**config.mk**
```make
export PLATFORM = sky130hd
export DESIGN_NAME = bist_seq
export DESIGN_NICKNAME = d
export VERILOG_FILES = /design/src/rtl/bist_seq.sv
export SDC_FILE = /design/constraint.sdc
export NUM_CORES = 1
export LEC_CHECK = 0
export ABC_CLOCK_PERIOD_IN_PS = 3300
export BUFFER_PORTS_ARGS = -buffer_cell sky130_fd_sc_hd__buf_2
export CAP_MARGIN = 15
export CORE_AREA = 2 2 39 41
export DETAILED_ROUTE_END_ITERATION = 8
export DIE_AREA = 0 0 41 43
export HOLD_SLACK_MARGIN = 0.1
export PLACE_DENSITY = 0.59
export SLEW_MARGIN = 20
export SYNTH_ARGS = -nofsm -noshare
export SYNTH_HDL_FRONTEND = slang
export SYNTH_SLANG_ARGS = --single-unit
export TNS_END_PERCENT = 20
```
**constraint.sdc**
```tcl
create_clock -name clk -period 3.3 [get_ports clk]
set_input_delay 0.66 -clock clk [delete_from_list [all_inputs] [get_ports clk]]
set_output_delay 0.66 -clock clk [all_outputs]
set_load 0.005 [all_outputs]
```
**src/rtl/bist_seq.sv**
```systemverilog
module bist_seq #(
  parameter int NUM_GEN  = 3,
  parameter int PAT_BITS = 4
) (
  input  logic                clk,
  input  logic                rst_n,
  input  logic                start,
  input  logic                advance,
  input  logic [NUM_GEN-1:0]  gen_bits,
  output logic                scan_out,
  output logic [PAT_BITS-1:0] pat_idx,
  output logic [((NUM_GEN > 1) ? $clog2(NUM_GEN) : 1)-1:0] gen_sel,
  output logic                done
);
  localparam int SEL_BITS = (NUM_GEN > 1) ? $clog2(NUM_GEN) : 1;
  localparam int CW       = PAT_BITS + SEL_BITS;
  localparam logic [CW-1:0] LAST = CW'(NUM_GEN * (2 ** PAT_BITS) - 1);

  logic [CW-1:0] cnt;
  logic          running;
  logic          at_last;

  assign at_last = (cnt == LAST);

  always_ff @(posedge clk or negedge rst_n) begin
    if (!rst_n) begin
      cnt     <= '0;
      running <= 1'b0;
      done    <= 1'b0;
    end else if (start) begin
      cnt     <= '0;
      running <= 1'b1;
      done    <= 1'b0;
    end else if (running && advance) begin
      if (at_last) begin
        running <= 1'b0;
        done    <= 1'b1;
      end else begin
        cnt <= cnt + 1'b1;
      end
    end
  end

  assign pat_idx  = cnt[PAT_BITS-1:0];
  assign gen_sel  = cnt[CW-1:PAT_BITS];
  assign scan_out = running & gen_bits[gen_sel];
endmodule

```
==> results of run 1 <==
placed cells by master (no fill, tap or decap), drive strengths merged, types with 2 or more instances in the layout:
| master | count |
|---|---|
| buf | 14 |
| dfrtp | 8 |
| nand3 | 4 |
| o21ai | 3 |
| and2 | 3 |
| a21oi | 3 |
| clkbuf | 3 |
| nand3b | 2 |
| nand2 | 2 |
| nand4 | 2 |
| nor2 | 2 |
| a41oi | 2 |
flip-flops by register name, summed over array words and instances, names as in the netlist:
register,cells
cnt,6
done,1
running,1
critical path: stages, from the launching register on:
cell,delay (ns)
dfrtp_1,0.45
mux2i_1,0.20
o21ai_0,0.07
and2_1,0.15
buf_2,0.12
per-layer routing:
metal / vias to the layer above / GRT usage, % / wire [um]
li1: 217 / - / -
met1: 215 / 18.4 / 465
met2: 21 / 21.9 / 486
met3: 2 / 7.85 / 79
met4: 0 / 6.00 / 10
met5: - / 0 / 0
logic make-up after synthesis:
kind of cell,share of synthesized area [%]
buffers and inverters,4.95
muxes,2.08
adders and majority gates,2.60
and+or+nand+nor,24.5
AOI/OAI and AO/OA,24.2
DFF,41.7
power by group:
part | total [mW] | internal, mW | switching (mW)
clock network | 0.0727 | 0.0415 | 0.0312
logic | 0.0200 | 0.00915 | 0.0108
registers | 0.105 | 0.100 | 0.00411
final timing paths:
| check | start | endpoint | slack, ns | cells after the start |
|---|---|---|---|---|
| setup / recovery | cnt[5] | scan_out | 1.40 | 4 |
| hold / removal | rst_n | cnt[4] | 0.24 | 1 |
| setup reg to reg | cnt[0] | cnt[0] | 1.73 | 4 |
| hold reg to reg | done | done | 0.50 | 2 |
| max in group asynchronous | rst_n | running | 2.89 | 1 |
| min in group clk | done | done | 0.50 | 2 |
metrics by stage:
| stage | utilization (%) | hold WS [ns] | worst slack [ns] | total power, mW |
|---|---|---|---|---|
| floorplan | - | 0.364 | 1.65 | 0.116 |
| global placement | 39.8 | 0.484 | 1.45 | 0.126 |
| detailed placement | 39.8 | 0.499 | 1.43 | 0.126 |
| CTS | 41.4 | 0.243 | 1.38 | 0.203 |
| global route | 41.4 | 0.251 | 1.31 | 0.213 |
| finish | 41.4 | 0.243 | 1.40 | 0.197 |
final cells by class:
cell class	count	area [um^2]	share of cell area (%)
inverter	1	3.75	0.655
sequential	8	200	34.9
tap	16	20.0	3.49
clock buffer	3	22.5	3.93
multi-input combinational	36	256	44.8
timing repair buffer	14	70.1	12.2
==> run metrics, run 1 <==
area post-placement 551 um^2; die area 0.00176 mm^2; 1st-iter DRT viols 7; post-CTS setup buffer count 0; Power Dens Cells 344 mW/mm^2; post-synth cell types 27; Via Count 455; syn avg cell area 10.0 um^2; Placed Cells 75; Worst Setup Start Kind flop; Final #Nets 72; VDD IR max 0.000187 V; port buffer count 14; initial cell density of the core 34.7%; GRT Util Overall 15.2%; Worst Path Arrival 1.24 ns; Period minus WS final 1.90 ns; Antenna diodes 0; Leak 0.251 nW; Worst-Margin Slew 0.295 ns; layout cell share with drive strength beyond 1 29.0%; final hold vios 0; clock-pin slew on the worst setup and hold paths 0.05 ns; critical-path maximum fanout 8; final setup TNS 0 ns; core footprint 0.00138 mm^2; hpwl dp 741 um; final setup fails 0; number of remaining DRC errors 0; horizontal die dimension 41 um; Post-synth top cells dfrtp_1 (8), nand3_1 (4), a21oi_1 (3), and2_1 (3), o21ai_0 (3); status completed; clock buffer depth 2; vias in the first global route 399; Hold Crit Class primary input to asynchronous set/reset pin; Pre-antenna DRT Iters 4; Area Overhead vs Synth 19.3%; Post-synth EDFFs 0; H-tree depth 1; Syn Inst Count 48; sequential share of the synthesized area 41.7%; area fraction of the dominant cell type after synthesis 41.7%; Antenna Nets Post-Route 0; CTS tree yes; critical path type flop to output port; worst skew pair latency 0.25 ns; synthesized flop and latch total 8; dominant synthesized flop cell dfrtp_1; FFs w/ async S/R, synth 100%; Yosys top cell by area dfrtp_1; max-cap violation count 0; Cell Area, Synth 480 um^2; Final Skew 0.00200 ns; Area contributors post-synth dfrtp_1 (42%), a2111oi_4 (5.7%), nand3_1 (4.2%); critical path required time 2.64 ns; RSZ-0062 raised after global routing no; most common cell in the netlist dfrtp_1; Synth Warn # 0; fin crit share 57.5%; initial antenna violation count 0; RD Place Congestion 0.702; CTS buffer count 3; Finished Layout Cells 78; fmax 527 MHz; # rows 14; Syn Nets 56; wire per inst 13.4 um; crit end category output port; max-slew violation count 0; Vias per Instance 5.83; post-route cell area 573 um^2; CTS Hold Buffers Added 0; fillcell total 142; Vert. Die Dim 43 um; global-route wire length before repair 1.75 mm; CTS Root Cell clkbuf_4; final wirelength 1.04 mm; PostCTS Resize Cnt 0; pin count of the biggest net entering global routing 9; clock tree sinks 8; slew margin rel. 80.3%; I/O pin cnt 15; global route overflow 0
No activity file was read; power rests on OpenSTA's default activity.
==> run 2, diff against run 1 <==
ABC_CLOCK_PERIOD_IN_PS = 1600   (was 3300)
PLACE_DENSITY = 0.61   (was 0.59)
clock period = 1.6 ns   (was 3.3 ns; I/O delays follow)
==> run 2 against run 1 <==
Net effect: sequential power grew 100%; die area is the same; clock power grew 120%; register-to-register slack lost 1.6 ns; worst hold slack gained 0.084 ns; critical path type unchanged; largest cell class unchanged; highest routed layer unchanged.
==> run metrics, run 2 (synthesis gave the netlist of run 1 again) <==
Via Count 468 (was 455); Placed Cells 78 (was 75); fillcell total 151 (was 142); Final Util 45.2% (was 41.4%); slew margin rel. 80.9% (was 80.3%); Hold Crit Class primary input to flop (was primary input to asynchronous set/reset pin); clock-pin slew on the worst setup and hold paths 0.06 ns (was 0.05 ns); final setup fails 0 (unchanged); horizontal die dimension 41 um (unchanged); initial cell density of the core 34.7% (unchanged); RD Place Congestion 0.785 (was 0.702); Power Dens Cells 676 mW/mm^2 (was 344 mW/mm^2); wire per inst 14.1 um (was 13.4 um); I/O pin cnt 15 (unchanged); Vias per Instance 5.57 (was 5.83); max-slew violation count 0 (unchanged); Worst-Margin Slew 0.287 ns (was 0.295 ns); worst skew pair latency 0.26 ns (was 0.25 ns); most flop-heavy register cnt (unchanged); global-route wire length before repair 1.93 mm (was 1.75 mm); Final #Nets 78 (was 72); die area 0.00176 mm^2 (unchanged); clock tree sinks 8 (unchanged); Area Overhead vs Synth 30.2% (was 19.3%); pin count of the biggest net entering global routing 9 (unchanged); critical-path maximum fanout 7 (was 8); final hold vios 0 (unchanged); CTS tree yes (unchanged); Pwr Total 0.423 mW (was 0.197 mW); cells on worst reg2reg path 4 (unchanged); CTS buffer count 3 (unchanged); CP max stage cell dfrtp_1 (unchanged); status completed (unchanged); Antenna diodes 0 (unchanged); CTS Root Cell clkbuf_4 (unchanged); Worst Path Arrival 1.22 ns (was 1.24 ns); # rows 14 (unchanged); Final Skew 0.00335 ns (was 0.00200 ns); vias in the first global route 433 (was 399); H-tree depth 1 (unchanged); area of the multi-input gates 256 um^2 (unchanged); hpwl dp 846 um (was 741 um); top flop regs cnt (6), done (1), running (1) (unchanged); max-cap violation count 0 (unchanged); Finished Layout Cells 84 (was 78); final wirelength 1.19 mm (was 1.04 mm); slowest cell delay on critical path 0.38 ns (was 0.45 ns); Worst Hold Depth 2; 1st-iter DRT viols 4 (was 7); crit end category output port (unchanged); VDD IR max 0.000297 V (was 0.000187 V); Pre-antenna DRT Iters 4 (unchanged); critical path type flop to output port (unchanged); commonest non-fill, non-tap cell in the layout buf_2 (unchanged); port buffer count 14 (unchanged); initial antenna violation count 0 (unchanged); core footprint 0.00138 mm^2 (unchanged); layout cell share with drive strength beyond 1 35.3% (was 29.0%); clock buffer depth 2 (unchanged); global route overflow 0 (unchanged); commonest non-fill, non-tap cells in the layout buf_2 (14), dfrtp_1 (7), nand3_1 (4), buf_4 (4) (was buf_2 (14), dfrtp_1 (8), nand3_1 (4)); Period minus WS final 1.54 ns; critical path required time 1.28 ns (was 2.64 ns); fmax 651 MHz; Worst Setup Start Kind flop (unchanged); fin crit share 96.0%; Reg area 201 um^2 (was 200 um^2); Leak 0.281 nW (was 0.251 nW); number of remaining DRC errors 0 (unchanged); CP Cell Sequence buf_6, nand3b_1, o21ai_0, and2_1, buf_2 (was mux2i_1, o21ai_0, and2_1, buf_2); max reg flops 6 (unchanged); GRT Util Overall 16.3% (was 15.2%); Vert. Die Dim 43 um (unchanged); Antenna Nets Post-Route 0 (unchanged)
run 2: final cells by class:
cell class | count | share of cell area [%]
clock buffers | 3 | 3.60
multi-input cells | 36 | 41.0
well taps | 16 | 3.20
repair buffers | 20 | 19.4
flip-flops and latches | 8 | 32.2
inverters | 1 | 0.600
run 2: where the power goes:
group | leakage (nW) | switching, mW | internal (mW)
clock network | 0.0138 | 0.0739 | 0.0862
logic | 0.164 | 0.0278 | 0.0233
registers | 0.103 | 0.00485 | 0.207
run 2: path summary, 6_finish.rpt:
path	to	start	slack, ns
max reg2reg	cnt[0]	cnt[5]	0.14
min	running	advance	0.33
max in group asynchronous	cnt[5]	rst_n	0.97
min reg2reg	done	done	0.52
min in group asynchronous	cnt[4]	rst_n	0.44
max	scan_out	cnt[4]	0.06
run 2: worst max-delay path: cells and delay by family, from the launching register on:
family / cells / cell delay [ns]
DFF: 1 / 0.38
buffers and inverters: 2 / 0.25
and+or+nand+nor: 2 / 0.23
AOI/OAI and AO/OA: 1 / 0.09
run 2: what timing repair did:
item / CTS / global route
hold buffers: 1 / 0
setup endpoints to repair: 0 / 1
gates resized for setup: 0 / 2
setup buffers: 0 / 2
endpoints found under the hold margin: 8 / 0
run 2: stage by stage:
stage	cell area (um^2)	setup WS (ns)	TNS, ns	hold slack, ns
global route	626	-0.0318	-0.0318	0.368
CTS	606	0.0126	0	0.320
global placement	573	0.195	0	0.178
floorplan	480	0.0780	0	0.0244
detailed placement	573	0.185	0	0.178
finish	626	0.0639	0	0.327
run 2: per-layer routing:
| layer | global-route usage (%) | vias to the layer above | part of all wire, % |
|---|---|---|---|
| met1 | 20.1 | 222 | 43 |
| met2 | 24.7 | 14 | 53 |
| met3 | 1.57 | 2 | 3.4 |
| li1 | - | 230 | - |
| met5 | 0 | - | 0 |
| met4 | 12.0 | 0 | 1.2 |
==> run 3, diff against run 2 <==
ABC_CLOCK_PERIOD_IN_PS = 1700   (was 1600)
PLACE_DENSITY = 0.59   (was 0.61)
clock period = 1.7 ns   (was 1.6 ns; I/O delays follow)
==> run 3 against run 2 <==
Net effect: clock skew rose by 0.0010 ns; sequential share of layout area rose by 1.7 points; largest cell class unchanged; combinational power fell by 8.0%.
==> run metrics, run 3 (synthesis gave the netlist of run 1 again) <==
status completed (unchanged); initial antenna violation count 0 (unchanged); Comb power frac 11.9% (was 12.1%); post-route cell area 591 um^2 (was 626 um^2); Antenna Nets Post-Route 0 (unchanged); clock tree sinks 8 (unchanged); max reg flops 6 (unchanged); crit path to scan_out (unchanged); crit path from cnt[5] (was cnt[4]); critical path required time 1.36 ns (was 1.28 ns); 1st-iter DRT viols 8 (was 4); Final Skew 0.00436 ns (was 0.00335 ns); Power Dens Cells 668 mW/mm^2 (was 676 mW/mm^2); final setup fails 0 (unchanged); port buffer count 14 (unchanged); global-route wire length before repair 1.77 mm (was 1.93 mm); commonest non-fill, non-tap cells in the layout buf_2 (14), dfrtp_1 (8), nand3_1 (4) (was buf_2 (14), dfrtp_1 (7), nand3_1 (4), buf_4 (4)); Worst Hold Depth 2 (unchanged); slew margin rel. 80.2% (was 80.9%); area post-placement 558 um^2 (was 573 um^2); Vert. Die Dim 43 um (unchanged); top flop regs cnt (6), done (1), running (1) (unchanged); global route overflow 0 (unchanged); Final #Nets 74 (was 78); initial cell density of the core 34.7% (unchanged); Antenna diodes 0 (unchanged); wire per inst 13.4 um (was 14.1 um); die area 0.00176 mm^2 (unchanged); RSZ-0062 raised after global routing no; Buf/Inv on CP 1 (was 2); H-tree depth 1 (unchanged); CTS Root Cell clkbuf_4 (unchanged); slowest cell delay on critical path 0.45 ns (was 0.38 ns); Vias per Instance 5.63 (was 5.57); cells on worst reg2reg path 4 (unchanged); RD Place Congestion 0.785 (about the same); number of remaining DRC errors 0 (unchanged); CP Cell Sequence mux2i_1, o21ai_0, and2_1, buf_2 (was buf_6, nand3b_1, o21ai_0, and2_1, buf_2); # rows 14 (unchanged); Pre-antenna DRT Iters 2 (was 4); clock-pin slew on the worst setup and hold paths 0.06 ns (about the same); pin count of the biggest net entering global routing 9 (unchanged); final hold vios 0 (unchanged); GRT Util Overall 16.1% (was 16.3%); max-slew violation count 0 (unchanged); Leak 0.260 nW (was 0.281 nW); layout cell share with drive strength beyond 1 29.7% (was 35.3%); commonest non-fill, non-tap cell in the layout buf_2 (unchanged); VDD IR max 0.000314 V (was 0.000297 V); Worst-Margin Slew 0.297 ns (was 0.287 ns); horizontal die dimension 41 um (unchanged); max-cap violation count 0 (unchanged); CTS buffer count 3 (unchanged); worst reg2reg path startpoint cnt[1] (was cnt[5]); Worst path top cell family by delay flip-flops (unchanged); fmax 631 MHz; critical-path maximum fanout 8 (was 7); fin crit share 93.2%; CP max stage cell dfrtp_1 (unchanged); crit end category output port (unchanged); Period minus WS final 1.59 ns; P_sw 0.0971 mW (was 0.107 mW); Net Sw Frac 24.6% (was 25.2%); Worst Path Arrival 1.25 ns (was 1.22 ns); Hold Crit Class primary input to flop (unchanged); worst skew pair latency 0.26 ns (about the same); clock buffer depth 2 (unchanged); Worst Setup Start Kind flop (unchanged); critical path depth in cells 4 (was 5); critical path type flop to output port (unchanged); vias in the first global route 391 (was 433); final setup TNS 0 ns (unchanged); Clock power frac 37.6% (was 37.9%); sequential share of power 50.5% (was 50.1%); Via Count 450 (was 468); Area Overhead vs Synth 22.9% (was 30.2%); hpwl dp 790 um (was 846 um); most flop-heavy register cnt (unchanged); CTS tree yes (unchanged); core footprint 0.00138 mm^2 (unchanged); internal power 0.298 mW (was 0.316 mW); I/O pin cnt 15 (unchanged); flop2flop setup slack 0.21 ns (was 0.14 ns); final wirelength 1.07 mm (was 1.19 mm); Worst R2R End cnt[0] (unchanged)
run 3: worst register-to-register path, cell delays in order (launching register included):
cell,delay [ns]
dfrtp_1,0.43
ha_1,0.23
and2_1,0.24
and4_1,0.23
a311o_1,0.26
run 3: power by group through the flow:
stage | Clock [mW] | Sequential, mW | Combinational (mW)
finish | 0.149 | 0.199 | 0.0470
global route | 0.170 | 0.200 | 0.0532
CTS | 0.161 | 0.199 | 0.0474
detailed placement | 0 | 0.203 | 0.0455
global placement | 0 | 0.202 | 0.0457
floorplan | 0 | 0.205 | 0.0193
run 3: through the flow:
stage	cells	utilization (%)	hold WS, ns	power, mW	setup WS, ns
2_1_floorplan	48	-	0.0444	0.225	0.178
3_3_place_gp	76	40.3	0.199	0.248	0.246
3_5_place_dp	76	40.3	0.197	0.248	0.223
4_1_cts	80	42.7	0.335	0.407	0.101
5_1_grt	80	42.7	0.367	0.423	0.0237
6_report	80	42.7	0.352	0.395	0.115
run 3: worst min path at each step:
| stage | slack (ns) | endpoint | start |
|---|---|---|---|
| after floorplan | 0.04 | cnt[0] | rst_n |
| after global placement | 0.20 | cnt[3] | rst_n |
| after detailed placement | 0.20 | cnt[3] | rst_n |
| after CTS | 0.34 | running | advance |
| after global routing | 0.37 | cnt[5] | start |
| final | 0.35 | running | advance |
run 3: final cells by class:
| type | instances | area, um^2 |
|---|---|---|
| inverter | 1 | 3.75 |
| multi-input combinational | 36 | 256 |
| sequential | 8 | 200 |
| clock buffer | 3 | 22.5 |
| tap | 16 | 20.0 |
| fill | 144 | 793 |
| timing repair buffer | 16 | 87.6 |
run 3: metal layers:
metal	vias to the layer above	part of all wire, %	GRT usage (%)	wire (um)
met3	2	6.6	7.85	71
met1	210	48	20.4	508
li1	223	-	-	-
met5	-	0	0	0
met2	15	45	20.0	479
met4	0	0.84	12.0	9
run 3: timing repair:
action                    4_1_cts  5_1_grt
buffers inserted                0        0
hold buffers                    1        0
gates resized for setup         0        0
hold endpoints to repair        8        0
